[src/rtl/ovs_pkg.sv]
package ovs_pkg;

  typedef enum logic {
    MODE_OVS = 1'b0,
    MODE_AVG = 1'b1
  } ovs_mode_e;

  // Extra-bit exponent for a ratio select code; unused codes fall back to 4x.
  function automatic int unsigned ratio_exp(input int unsigned sel);
    return (sel < 4) ? sel + 1 : 1;
  endfunction

endpackage

[src/rtl/ovs_ctrl.sv]
module ovs_ctrl #(
  parameter int CNT_W = 8,
  parameter int EXP_W = 3
) (
  input  logic             clk,
  input  logic             rst,
  input  logic             en,
  input  logic             start,
  input  logic             hit,
  input  logic [EXP_W-1:0] exp_lat,
  output logic             busy,
  output logic             accept,
  output logic             last
);

  logic [CNT_W-1:0] cnt;
  logic [CNT_W-1:0] limit;

  assign limit  = CNT_W'((1 << {exp_lat, 1'b0}) - 1);
  assign accept = busy && en && hit && !start;
  assign last   = accept && (cnt == limit);

  always_ff @(posedge clk) begin
    if (rst) begin
      busy <= 1'b0;
      cnt  <= '0;
    end else if (!en) begin
      busy <= 1'b0;
      cnt  <= '0;
    end else if (start) begin
      busy <= 1'b1;
      cnt  <= '0;
    end else if (accept) begin
      if (last) begin
        busy <= 1'b0;
        cnt  <= '0;
      end else begin
        cnt <= cnt + 1'b1;
      end
    end
  end

endmodule

[src/rtl/ovs_accum.sv]
module ovs_accum #(
  parameter int IN_W  = 12,
  parameter int ACC_W = 20
) (
  input  logic             clk,
  input  logic             rst,
  input  logic             clr,
  input  logic             add,
  input  logic [IN_W-1:0]  din,
  output logic [ACC_W-1:0] sum_next
);

  logic [ACC_W-1:0] acc;

  assign sum_next = acc + {{(ACC_W-IN_W){1'b0}}, din};

  always_ff @(posedge clk) begin
    if (rst || clr) begin
      acc <= '0;
    end else if (add) begin
      acc <= sum_next;
    end
  end

endmodule

[src/rtl/ovs_shape.sv]
module ovs_shape #(
  parameter int ACC_W = 20,
  parameter int OUT_W = 16,
  parameter int IN_W  = 12,
  parameter int EXP_W = 3
) (
  input  logic [ACC_W-1:0] sum,
  input  logic [EXP_W-1:0] exp_lat,
  input  ovs_pkg::ovs_mode_e mode,
  input  logic             wide,
  output logic [OUT_W-1:0] out
);

  localparam int FRAC_W = OUT_W - IN_W;
  localparam int EXT_W  = ACC_W + FRAC_W;

  logic [EXT_W-1:0] ext;
  logic [EXT_W-1:0] sel_val;

  assign ext = {sum, {FRAC_W{1'b0}}};

  always_comb begin
    if (mode == ovs_pkg::MODE_OVS) begin
      sel_val = {{FRAC_W{1'b0}}, sum} >> exp_lat;
    end else if (wide) begin
      sel_val = ext >> {exp_lat, 1'b0};
    end else begin
      sel_val = {{FRAC_W{1'b0}}, sum} >> {exp_lat, 1'b0};
    end
  end

  assign out = OUT_W'(sel_val);

endmodule

[src/rtl/ovs_filter.sv]
module ovs_filter #(
  parameter int IN_W    = 12,
  parameter int OUT_W   = 16,
  parameter int ACC_W   = 20,
  parameter int CH_W    = 5,
  parameter int SEL_W   = 3,
  parameter int MAX_EXP = 4
) (
  input  logic             clk,
  input  logic             rst,
  input  logic             cfg_enable,
  input  logic             cfg_avg,
  input  logic [SEL_W-1:0] cfg_ratio_sel,
  input  logic [CH_W-1:0]  cfg_chan,
  input  logic             cfg_irq_en,
  input  logic             cfg_wide16,
  input  logic             trig,
  input  logic             smp_valid,
  input  logic [CH_W-1:0]  smp_chan,
  input  logic [IN_W-1:0]  smp_data,
  input  logic             rd_ack,
  output logic [OUT_W-1:0] res_data,
  output logic             res_ready,
  output logic             res_irq
);

  localparam int CNT_W = 2 * MAX_EXP;
  localparam int EXP_W = $clog2(MAX_EXP + 1);

  logic               take_start;
  logic [EXP_W-1:0]   lat_exp;
  ovs_pkg::ovs_mode_e lat_mode;
  logic               lat_wide;
  logic [CH_W-1:0]    lat_chan;
  logic               busy, accept, last;
  logic [ACC_W-1:0]   sum_next;
  logic [OUT_W-1:0]   shaped;

  assign take_start = trig && cfg_enable;

  // Burst configuration captured at the start pulse
  always_ff @(posedge clk) begin
    if (rst) begin
      lat_exp  <= EXP_W'(1);
      lat_mode <= ovs_pkg::MODE_OVS;
      lat_wide <= 1'b0;
      lat_chan <= '0;
    end else if (take_start) begin
      lat_exp  <= EXP_W'(ovs_pkg::ratio_exp(32'(cfg_ratio_sel)));
      lat_mode <= cfg_avg ? ovs_pkg::MODE_AVG : ovs_pkg::MODE_OVS;
      lat_wide <= cfg_wide16;
      lat_chan <= cfg_chan;
    end
  end

  ovs_ctrl #(.CNT_W(CNT_W), .EXP_W(EXP_W)) u_ctrl (
    .clk     (clk),
    .rst     (rst),
    .en      (cfg_enable),
    .start   (take_start),
    .hit     (smp_valid && (smp_chan == lat_chan)),
    .exp_lat (lat_exp),
    .busy    (busy),
    .accept  (accept),
    .last    (last)
  );

  ovs_accum #(.IN_W(IN_W), .ACC_W(ACC_W)) u_accum (
    .clk      (clk),
    .rst      (rst),
    .clr      (take_start),
    .add      (accept),
    .din      (smp_data),
    .sum_next (sum_next)
  );

  ovs_shape #(.ACC_W(ACC_W), .OUT_W(OUT_W), .IN_W(IN_W), .EXP_W(EXP_W)) u_shape (
    .sum     (sum_next),
    .exp_lat (lat_exp),
    .mode    (lat_mode),
    .wide    (lat_wide),
    .out     (shaped)
  );

  always_ff @(posedge clk) begin
    if (rst) begin
      res_data  <= '0;
      res_ready <= 1'b0;
      res_irq   <= 1'b0;
    end else begin
      res_irq <= 1'b0;
      if (last) begin
        res_data  <= shaped;
        res_ready <= 1'b1;
        res_irq   <= cfg_irq_en;
      end else if (take_start || rd_ack) begin
        res_ready <= 1'b0;
      end
    end
  end

endmodule

[config.mk]
export PLATFORM = sky130hd
export DESIGN_NAME = ovs_filter
export DESIGN_NICKNAME = d
export VERILOG_FILES = /design/src/rtl/ovs_pkg.sv /design/src/rtl/ovs_ctrl.sv /design/src/rtl/ovs_accum.sv /design/src/rtl/ovs_shape.sv /design/src/rtl/ovs_filter.sv
export SDC_FILE = /design/constraint.sdc
export NUM_CORES = 1
export LEC_CHECK = 0
export ABC_AREA = 1
export BUFFER_PORTS_ARGS = -buffer_cell sky130_fd_sc_hd__buf_2
export CAP_MARGIN = 20
export CORE_UTILIZATION = 50
export CTS_CLUSTER_DIAMETER = 80
export DETAILED_ROUTE_END_ITERATION = 12
export HOLD_SLACK_MARGIN = 0.12
export PLACE_DENSITY = 0.69
export SLEW_MARGIN = 20
export SYNTH_ARGS = -nofsm -noshare
export SYNTH_HDL_FRONTEND = slang
export SYNTH_SLANG_ARGS = --single-unit
[constraint.sdc]
create_clock -name clk -period 4.81 [get_ports clk]
set_clock_uncertainty 0.15 [all_clocks]
set_input_delay 0.2405 -clock clk [delete_from_list [all_inputs] [get_ports clk]]
set_output_delay 0.2405 -clock clk [all_outputs]
set_load 0.02 [all_outputs]
======== After elaboration in Yosys (flattened, before gate mapping) ========
Index checks and enable logic that the tools add are counted.
storage, ports and cells
  logic and storage cells ................. 49
  flip-flop bits (word level) ............. 57
  input bits .............................. 34
cells by class
  bitwise logic cells ..................... 2
  add/sub/neg operators ................... 4
  $lt $le $gt $ge ......................... 1
  shift-type cells ........................ 4
  equal/unequal tests ..................... 2
  muxes and demuxes ....................... 10
  reduce and logical (&&, ||, !) cells .... 16
operator list
  operator                                           count
  two-way mux 16 bit                                 2
  >> shifter 24 x 4 -> 16 bit                        1
  adder 20 x 12 -> 20 bit                            1
  >> shifter 20 x 3 -> 16 bit                        1
  >> shifter 20 x 4 -> 16 bit                        1
  adder 8 x 1 -> 8 bit (second input constant)       1
  == test 8 bit                                      1
  two-way mux 8 bit                                  1
  left shift 1 x 4 -> 8 bit (first input constant)   1
  subtractor 8 x 2 -> 8 bit (second input constant)  1
  logical AND 1 bit                                  6
  two-way mux 1 bit                                  6
  nonzero test 2 bit                                 3
  == test 5 bit                                      1
  OR reduction 2 bit                                 2
  adder 3 x 1 -> 3 bit (second input constant)       1
  < comparator 3 bit (second input constant)         1
  two-way mux 3 bit                                  1
  OR reduction 3 bit                                 1
  logical OR 1 bit                                   2
  inverter 1 bit                                     2
  AND reduction 2 bit                                1
  logical NOT 1 bit                                  1

======== Logic depth before layout (Yosys ltp) ========
Gate-level depths: netlist of the first run.
  depth after elaboration ................. 8
  gate-level depth with buffers ........... 20
  gate-level depth less buffers ........... 20

======== Cells and area by module ========
From an unflattened synthesis of the first run, not the netlist that was laid out.
unflattened totals
  cell total of the unflattened synthesis .. 903
  area, all modules ....................... 5212.5 um2
by module, submodules not included
  module      sequential area each (um2)  cells an instance  area each (um2)  times used
  ovs_accum   400.4                       306                1798.0           1
  ovs_shape   0.0                         368                1720.4           1
  ovs_filter  560.5                       140                1108.6           1
  ovs_ctrl    180.2                       89                 585.6            1

======== Least setup slack after synthesis of the first run ========
Ideal clock, no wire load.
  path kind ............................... reg2reg
  from .................................... register u_accum.acc[0]
  to ...................................... register res_data[6]
  path buffers ............................ 0
  arrival time ............................ 2.089 ns
  cell stages (with the launch flop) ...... 17
  setup time .............................. 0.119 ns
  setup slack ............................. 2.451 ns
  required time ........................... 4.541 ns
  period minus slack after synthesis ...... 2.359 ns
  cell sequence ........................... dfxtp_1 ha_1 inv_1 fa_1 inv_1 nand3_1 nand2_1 nand2_1 nand2_1 nand2_1 nand2_1 o21ai_0 or2_2 o211ai_1 nand3_1 nand3_1 a21oi_1
between the ends
  longest elaborated chain between the ends .. 4
  elaborated cells between the ends (all ways) .. 6
  classes of those cells .................. add/sub (1); shift (3); mux (2)
ends and longest elaborated chain
  what                                                                               line                              text
  from (decl)                                                                        ovs_accum.sv:13                   logic [ACC_W-1:0] acc;
  from (signal assigned)                                                             ovs_accum.sv:21                   acc <= sum_next;
  adder 20 x 12 -> 20 bit (*)                                                        ovs_accum.sv:15                   assign sum_next = acc + {{(ACC_W-IN_W){1'b0}}, din};
  >> shifter 20 x 4 -> 16 bit / >> shifter 24 x 4 -> 16 bit (equally long branches)  ovs_shape.sv:28, ovs_shape.sv:26
  two-way mux 16 bit                                                                 ovs_shape.sv:25                   end else if (wide) begin
  two-way mux 16 bit (*)                                                             ovs_shape.sv:23                   if (mode == ovs_pkg::MODE_OVS) begin
  to (signal assigned)                                                               ovs_filter.sv:93                  res_data <= shaped;
  to (decl)                                                                          ovs_filter.sv:22                  output logic [OUT_W-1:0] res_data,
Mark *: on every way between the ends. The rest lies on a longest branch, timed or not.
A chain may end at the register's enable or synchronous reset.

======== Worst setup path in the final report of the first run ========
  from .................................... register lat_exp[0]
  to ...................................... register u_ctrl.busy
between the ends
  longest elaborated chain between the ends .. 6
ends and longest elaborated chain
  what                                  line              text
  from (decl)                           ovs_filter.sv:31  logic [EXP_W-1:0] lat_exp;
  from (signal assigned)                ovs_filter.sv:49  lat_exp <= EXP_W'(ovs_pkg::ratio_exp(32'(cfg_ratio_sel)));
  left shift 1 x 4 -> 8 bit             ovs_ctrl.sv:19    assign limit = CNT_W'((1 << {exp_lat, 1'b0}) - 1);
  subtractor 8 x 2 -> 8 bit             ovs_ctrl.sv:19
  == test 8 bit                         ovs_ctrl.sv:21    assign last = accept && (cnt == limit);
  logical AND 1 bit                     ovs_ctrl.sv:21
  nonzero test 2 bit (no source line)   -
  AND reduction 2 bit (no source line)  -
  to (signal assigned)                  ovs_ctrl.sv:25    busy <= 1'b0;
  to (signal assigned)                  ovs_ctrl.sv:28    busy <= 1'b0;
  to (signal assigned)                  ovs_ctrl.sv:31    busy <= 1'b1;
  to (decl)                             ovs_ctrl.sv:11    output logic busy,
Every way passes these cells.

==> results of run 1 <==
## cell usage in the layout (no fill, tap or decap), types with 5 or more instances in the layout
cell type and count:
nand4_1 14, nor3_1 8, dlygate4sd3_1 16, ha_1 15, a31oi_1 8, a21oi_1 59, buf_4 6, nand2_2 14
clkbuf_8 9, nand2_1 245, nand3b_1 5, xor2_1 9, dfxtp_1 57, buf_2 51, o211ai_1 9, nand3_2 7
o21ai_0 49, nor2_1 49, nand3_1 167, inv_1 100
## metrics by stage
| stage | cells | worst slack (ns) |
|---|---|---|
| CTS | 1068 | 1.32 |
| detailed placement | 1036 | 1.74 |
| global route | 1068 | 1.04 |
| floorplan | 886 | 2.45 |
| finish | 1068 | 1.28 |
| global placement | 1036 | 1.88 |
## logic make-up (layout without fill, tap and decap cells)
kind of cell / count (synthesis) / after routing / share of synthesized area, %
fa+ha+maj: 16 / 16 / 4.06
xor+xnor: 13 / 13 / 2.22
compound gates: 136 / 136 / 14.5
buf+inv: 146 / 195 / 11.5
flops: 57 / 57 / 22.3
simple gates: 518 / 518 / 45.4
## worst min path at each step
stage | from | end | slack [ns]
2_1_floorplan | cfg_irq_en | res_irq | 0.20
3_3_place_gp | res_data[10] | res_data[10] | 0.30
3_5_place_dp | res_data[8] | res_data[8] | 0.30
4_1_cts | cfg_ratio_sel[1] | lat_exp[2] | 0.14
5_1_grt | cfg_ratio_sel[1] | lat_exp[2] | 0.16
6_report | cfg_ratio_sel[1] | lat_exp[2] | 0.14
## power by group through the flow
stage	clock network [mW]	registers, mW	logic [mW]
detailed placement	0	0.493	0.211
floorplan	0	0.490	0.154
finish	0.535	0.482	0.226
CTS	0.534	0.482	0.222
global placement	0	0.493	0.208
global route	0.554	0.483	0.256
## layout make-up
cell class	instances	area [µm²]	area share, %
Multi-Input combinational cell	683	3390	58.6
Sequential cell	57	1140	19.7
Timing Repair Buffer	73	460	7.96
Inverter	106	400	6.92
Tap cell	133	166	2.88
Clock buffer	9	124	2.14
Clock inverter	7	103	1.77
## flip-flops by register name, summed over array words and instances, names as in the netlist
signal / count
u_accum.acc: 20
u_ctrl.cnt: 8
res_ready: 1
lat_exp: 3
res_data: 16
lat_wide: 1
u_ctrl.busy: 1
lat_chan: 5
lat_mode: 1
res_irq: 1
## timing repair
item,in CTS,in global routing
hold endpoints to repair,23,0
buffers inserted,0,0
hold buffers,16,0
## metal layers
metal	part of all wire [%]	track usage (%)	routed length, µm
met5	0	0	0
met4	5.0	19.1	820
met3	5.1	5.58	826
met2	46	52.9	7520
met1	44	40.5	7080
## critical path, stage by stage (launching register included)
cell and delay [ns]:
dfxtp_1 0.31, buf_4 0.34, inv_4 0.26, nor2_1 0.27, nand2_1 0.11, ha_1 0.31
xor2_1 0.15, nand3_1 0.14, nor4_2 0.22, nand2_2 0.30, inv_2 0.25, nor3_1 0.06
dlygate4sd3_1 0.56
==> impl_metrics.env, run 1 <==
export IMPL_status="complete, no violations"
export IMPL_cts_root_buf="clkbuf_8"
export IMPL_synth_edf_count=0
export IMPL_drc=0
export IMPL_drtPass1Iterations=6
export IMPL_clk_pin_slew_ns=0.08
export IMPL_layout_drive_gt1_share_pct=11.3
export IMPL_leakage_nw=2.87
export IMPL_portBuffers=51
export IMPL_htreeDepth=3
export IMPL_grt_pass1_wl_um=26600
export IMPL_yosys_cell_types_count=38
export IMPL_fill_cells=979
export IMPL_numCtsBuffers=9
export IMPL_postLayoutCoreUtil_pct=58.7
export IMPL_worstPathMaxFanout=43
export IMPL_setup_viol=0
export IMPL_synth_async_reset_ratio_pct=0
export IMPL_insertion_delay_ns=0.37
export IMPL_critPathLaunch="lat_exp[0]"
export IMPL_seq_power_share_pct=38.8
export IMPL_fin_nets=980
export IMPL_ant_nets=0
export IMPL_grt_antenna_before_repair=0
export IMPL_grt_usage_pct=32.5
export IMPL_tightestPinTransition_ns=0.996
export IMPL_period_needed_ns=3.53
export IMPL_dp_hpwl_um=12000
export IMPL_dpl_cell_area_mm2=0.00540
export IMPL_clkPwrFrac_pct=43.0
export IMPL_worstSetupPathType="reg -> reg"
export IMPL_syn_instance_count=886
export IMPL_die_width_um=103
export IMPL_syn_num_nets=936
export IMPL_internal_power_uw=852
export IMPL_hold_slack_ns=0.136
export IMPL_hp_class="in -> reg"
export IMPL_fp_row_count=36
export IMPL_max_slew_margin_pct=33.5
export IMPL_cts_tree="yes"
export IMPL_synth_top_cells_by_count="245 x nand2_1, 167 x nand3_1, 100 x inv_1"
export IMPL_clock_path_buffers=2
export IMPL_ios=52
export IMPL_grt_pass1_vias=5630
export IMPL_area_delta_synth_final_pct=13.0
export IMPL_die_h_um=103
export IMPL_slew_viol_final=0
export IMPL_synth_ff_type="dfxtp_1"
export IMPL_reg2reg_depth=12
export IMPL_wire_per_inst_um=15.2
export IMPL_synthTopCellsByArea="dfxtp_1 22%, nand2_1 18%, nand3_1 16%"
export IMPL_r2r_end="u_ctrl.busy"
export IMPL_p_total_mw=1.24
export IMPL_synth_most_common_cell="nand2_1"
export IMPL_power_density_mw_per_mm2=215
export IMPL_cts_resized=0
export IMPL_synth_area_mm2=0.00512
export IMPL_die_area_mm2=0.0106
export IMPL_vias_per_cell=5.69
export IMPL_cp_data_required_time_ns=4.92
export IMPL_layout_worst_path_cycle_share_pct=73.5
export IMPL_critPathCapture="u_ctrl.busy"
export IMPL_ir_worst_vdd_mv=0.192
export IMPL_p_comb_share_pct=18.2
export IMPL_cts_sinks=57
export IMPL_whs_path_depth=4
export IMPL_yosysTopAreaCell="dfxtp_1"
export IMPL_power_switching_uw=391
export IMPL_ys_seq_area_share_pct=22.3
export IMPL_vias=6081
export IMPL_synth_warning_count=0
export IMPL_core_mm2=0.00986
export IMPL_cp_start_kind="flop"
export IMPL_start_util_pct=51.9
export IMPL_ys_ff_latch=57
export IMPL_drv_cap=0
export IMPL_max_freq_mhz=283
export IMPL_drt_wl_total_um=16300
export IMPL_arrival_ns=3.65
export IMPL_hold_viol=0
export IMPL_fin_tns_setup_ns=0
export IMPL_grt_overflow=0
export IMPL_end_kind="flop"
export IMPL_synth_area_per_cell_um2=5.78
export IMPL_drtIter0Drc=480
export IMPL_r2r_slack_ns=1.28
export IMPL_synth_top_area_share_pct=22.3
export IMPL_diodes=0
export IMPL_rsz0062_at_grt="no"
export IMPL_gp_congestion=0.919
export IMPL_swShare_pct=31.5
export IMPL_grt_max_degree=44
export IMPL_design_area_mm2=0.00579
export IMPL_r2r_start="lat_exp[0]"
(Power assumes the default switching activity.)
==> run 2, diff against run 1 <==
--- a/config.mk
+++ b/config.mk
@@ -12,7 +12,7 @@
 export CTS_CLUSTER_DIAMETER = 80
 export DETAILED_ROUTE_END_ITERATION = 12
 export HOLD_SLACK_MARGIN = 0.12
-export PLACE_DENSITY = 0.69
+export PLACE_DENSITY = 0.72
 export SLEW_MARGIN = 20
 export SYNTH_ARGS = -nofsm -noshare
 export SYNTH_HDL_FRONTEND = slang
==> constraint.sdc (replaced) <==
create_clock -name clk -period 3 [get_ports clk]
set_clock_uncertainty 0.15 [all_clocks]
set_input_delay 0.15 -clock clk [delete_from_list [all_inputs] [get_ports clk]]
set_output_delay 0.15 -clock clk [all_outputs]
set_load 0.02 [all_outputs]
==> impl_metrics.env, run 2 (same netlist as run 1, synthesis figures left out) <==
export IMPL_setup_ws_ns=0.219
export IMPL_insertion_delay_ns=0.36
export IMPL_gp_congestion=0.957
export IMPL_top_regs="u_accum.acc (20), res_data (16), u_ctrl.cnt (8)"
export IMPL_seq_power_share_pct=38.7
export IMPL_end_kind="flop"
export IMPL_largest_reg_flops=20
export IMPL_die_h_um=103
export IMPL_core_mm2=0.00986
export IMPL_top_register="u_accum.acc"
export IMPL_postLayoutCoreUtil_pct=60.4
export IMPL_cp_start_kind="primary input"
export IMPL_leakage_nw=2.97
export IMPL_wire_per_inst_um=14.5
export IMPL_hold_viol=0
export IMPL_internal_power_mw=1.38
export IMPL_drtPass1Iterations=5
export IMPL_dp_hpwl_um=11300
export IMPL_ios=52
export IMPL_rsz0062_at_grt="no"
export IMPL_drtIter0Drc=638
export IMPL_max_slew_margin_pct=55.4
export IMPL_start_util_pct=51.9
export IMPL_grt_pass1_wl_um=26000
export IMPL_numCtsBuffers=9
export IMPL_crit_path_cell_trace="dlygate4sd3_1, buf_2, ha_1, inv_1, fa_1, nor2_1, nand2_1, nand3_1, nand2_1, nand2_1, nand2_1, nand2_1, nand2_1, nand3_1, nand3_1, nand2_1, nor2_1, o21ai_0, a21oi_1"
export IMPL_cts_sinks=57
export IMPL_layout_drive_gt1_share_pct=12.4
export IMPL_clk_pin_slew_ns=0.08
export IMPL_arrival_ns=2.87
export IMPL_drv_cap=0
export IMPL_slew_viol_final=0
export IMPL_status="complete, no violations"
export IMPL_tightestPinTransition_ns=0.665
export IMPL_htreeDepth=3
export IMPL_fp_row_count=36
export IMPL_power_density_mw_per_mm2=334
export IMPL_max_stage_delay_ns=0.52
export IMPL_cpMaxStageDelayCell="dlygate4sd3_1"
export IMPL_p_comb_share_pct=19.1
export IMPL_max_freq_mhz=360
export IMPL_vias_per_cell=5.51
export IMPL_die_area_mm2=0.0106
export IMPL_grt_pass1_vias=5529
export IMPL_cts_tree="yes"
export IMPL_setup_viol=0
export IMPL_final_common_cell="nand2_1"
export IMPL_drt_wl_total_um=15700
export IMPL_grt_antenna_before_repair=0
export IMPL_clock_path_buffers=2
export IMPL_ir_worst_vdd_mv=0.273
export IMPL_die_width_um=103
export IMPL_cpMostUsedCell="nand2_1"
export IMPL_fin_tns_setup_ns=0
export IMPL_portBuffers=51
export IMPL_area_delta_synth_final_pct=16.5
export IMPL_clkPwrFrac_pct=42.3
export IMPL_grt_max_degree=41
export IMPL_hold_slack_ns=0.178
export IMPL_ant_nets=0
export IMPL_worstPathMaxFanout=4
export IMPL_worstSetupPathType="in -> reg"
export IMPL_vias=5985
export IMPL_swShare_pct=30.8
export IMPL_hp_class="in -> reg"
export IMPL_grt_overflow=0
export IMPL_final_cell_mix="245 x nand2_1, 167 x nand3_1, 100 x inv_1"
export IMPL_grt_usage_pct=31.5
export IMPL_power_switching_uw=614
export IMPL_cts_root_buf="clkbuf_8"
export IMPL_diodes=0
export IMPL_period_needed_ns=2.78
export IMPL_drc=0
export IMPL_layout_worst_path_cycle_share_pct=92.7
export IMPL_place_ws_ns=0.358
export IMPL_fin_nets=999
export IMPL_cp_data_required_time_ns=3.09
-- run 2: cell count changes in the layout (fill, tap and decap cells not counted), sizes merged --
cell / delta
buf: +12
dlygate4sd3: +7
-- run 2: path summary, 6_finish.rpt --
kind	slack (ns)	depth (start not counted)	endpoint	from
hold / removal	0.18	5	u_accum.acc[5]	smp_data[5]
setup / recovery	0.22	19	res_data[0]	smp_data[0]
hold reg to reg	0.32	2	res_data[14]	res_data[14]
setup reg to reg	0.22	11	u_ctrl.busy	lat_exp[0]
-- run 2: routing by layer --
layer | up-vias | part of all wire [%] | GRT usage, %
met1 | 2654 | 45 | 40.7
li1 | 3058 | - | -
met5 | - | 0 | 0
met3 | 43 | 5.9 | 4.84
met4 | 0 | 3.8 | 15.7
met2 | 230 | 46 | 51.3
-- run 2: critical path: cells and delay by family --
kind / cells / cell delay, ns
adders and majority gates: 2 / 0.57
and+or+nand+nor: 12 / 1.20
AOI/OAI and AO/OA: 2 / 0.26
buffers and inverters: 3 / 0.67
-- run 2: layout make-up --
cell class | count | area (µm²)
repair buffers | 92 | 621
clock inverters | 7 | 103
well taps | 133 | 166
clock buffers | 9 | 124
multi-input cells | 683 | 3400
fillers | 981 | 3900
inverters | 106 | 403
flip-flops and latches | 57 | 1140
-- run 2: power by group through the flow --
stage / registers, mW / clock network, mW / logic (mW)
global placement: 0.788 / 0 / 0.344
detailed placement: 0.788 / 0 / 0.344
CTS: 0.770 / 0.856 / 0.368
global route: 0.771 / 0.891 / 0.425
floorplan: 0.785 / 0 / 0.247
finish: 0.770 / 0.841 / 0.380
-- run 2: through the flow --
stage / power, mW / area (µm²) / std cells
after global routing: 2.09 / 5960 / 1087
after detailed placement: 1.13 / 5460 / 1044
after CTS: 1.99 / 5920 / 1083
final: 1.99 / 5960 / 1087
after floorplan: 1.03 / 5120 / 886
after global placement: 1.13 / 5460 / 1044
-- run 2: what timing repair did --
item | in CTS | in global routing
resized for setup | 0 | 3
setup buffers | 0 | 4
hold endpoints to repair | 27 | 0
hold buffers | 23 | 0
setup endpoints to repair | 0 | 1
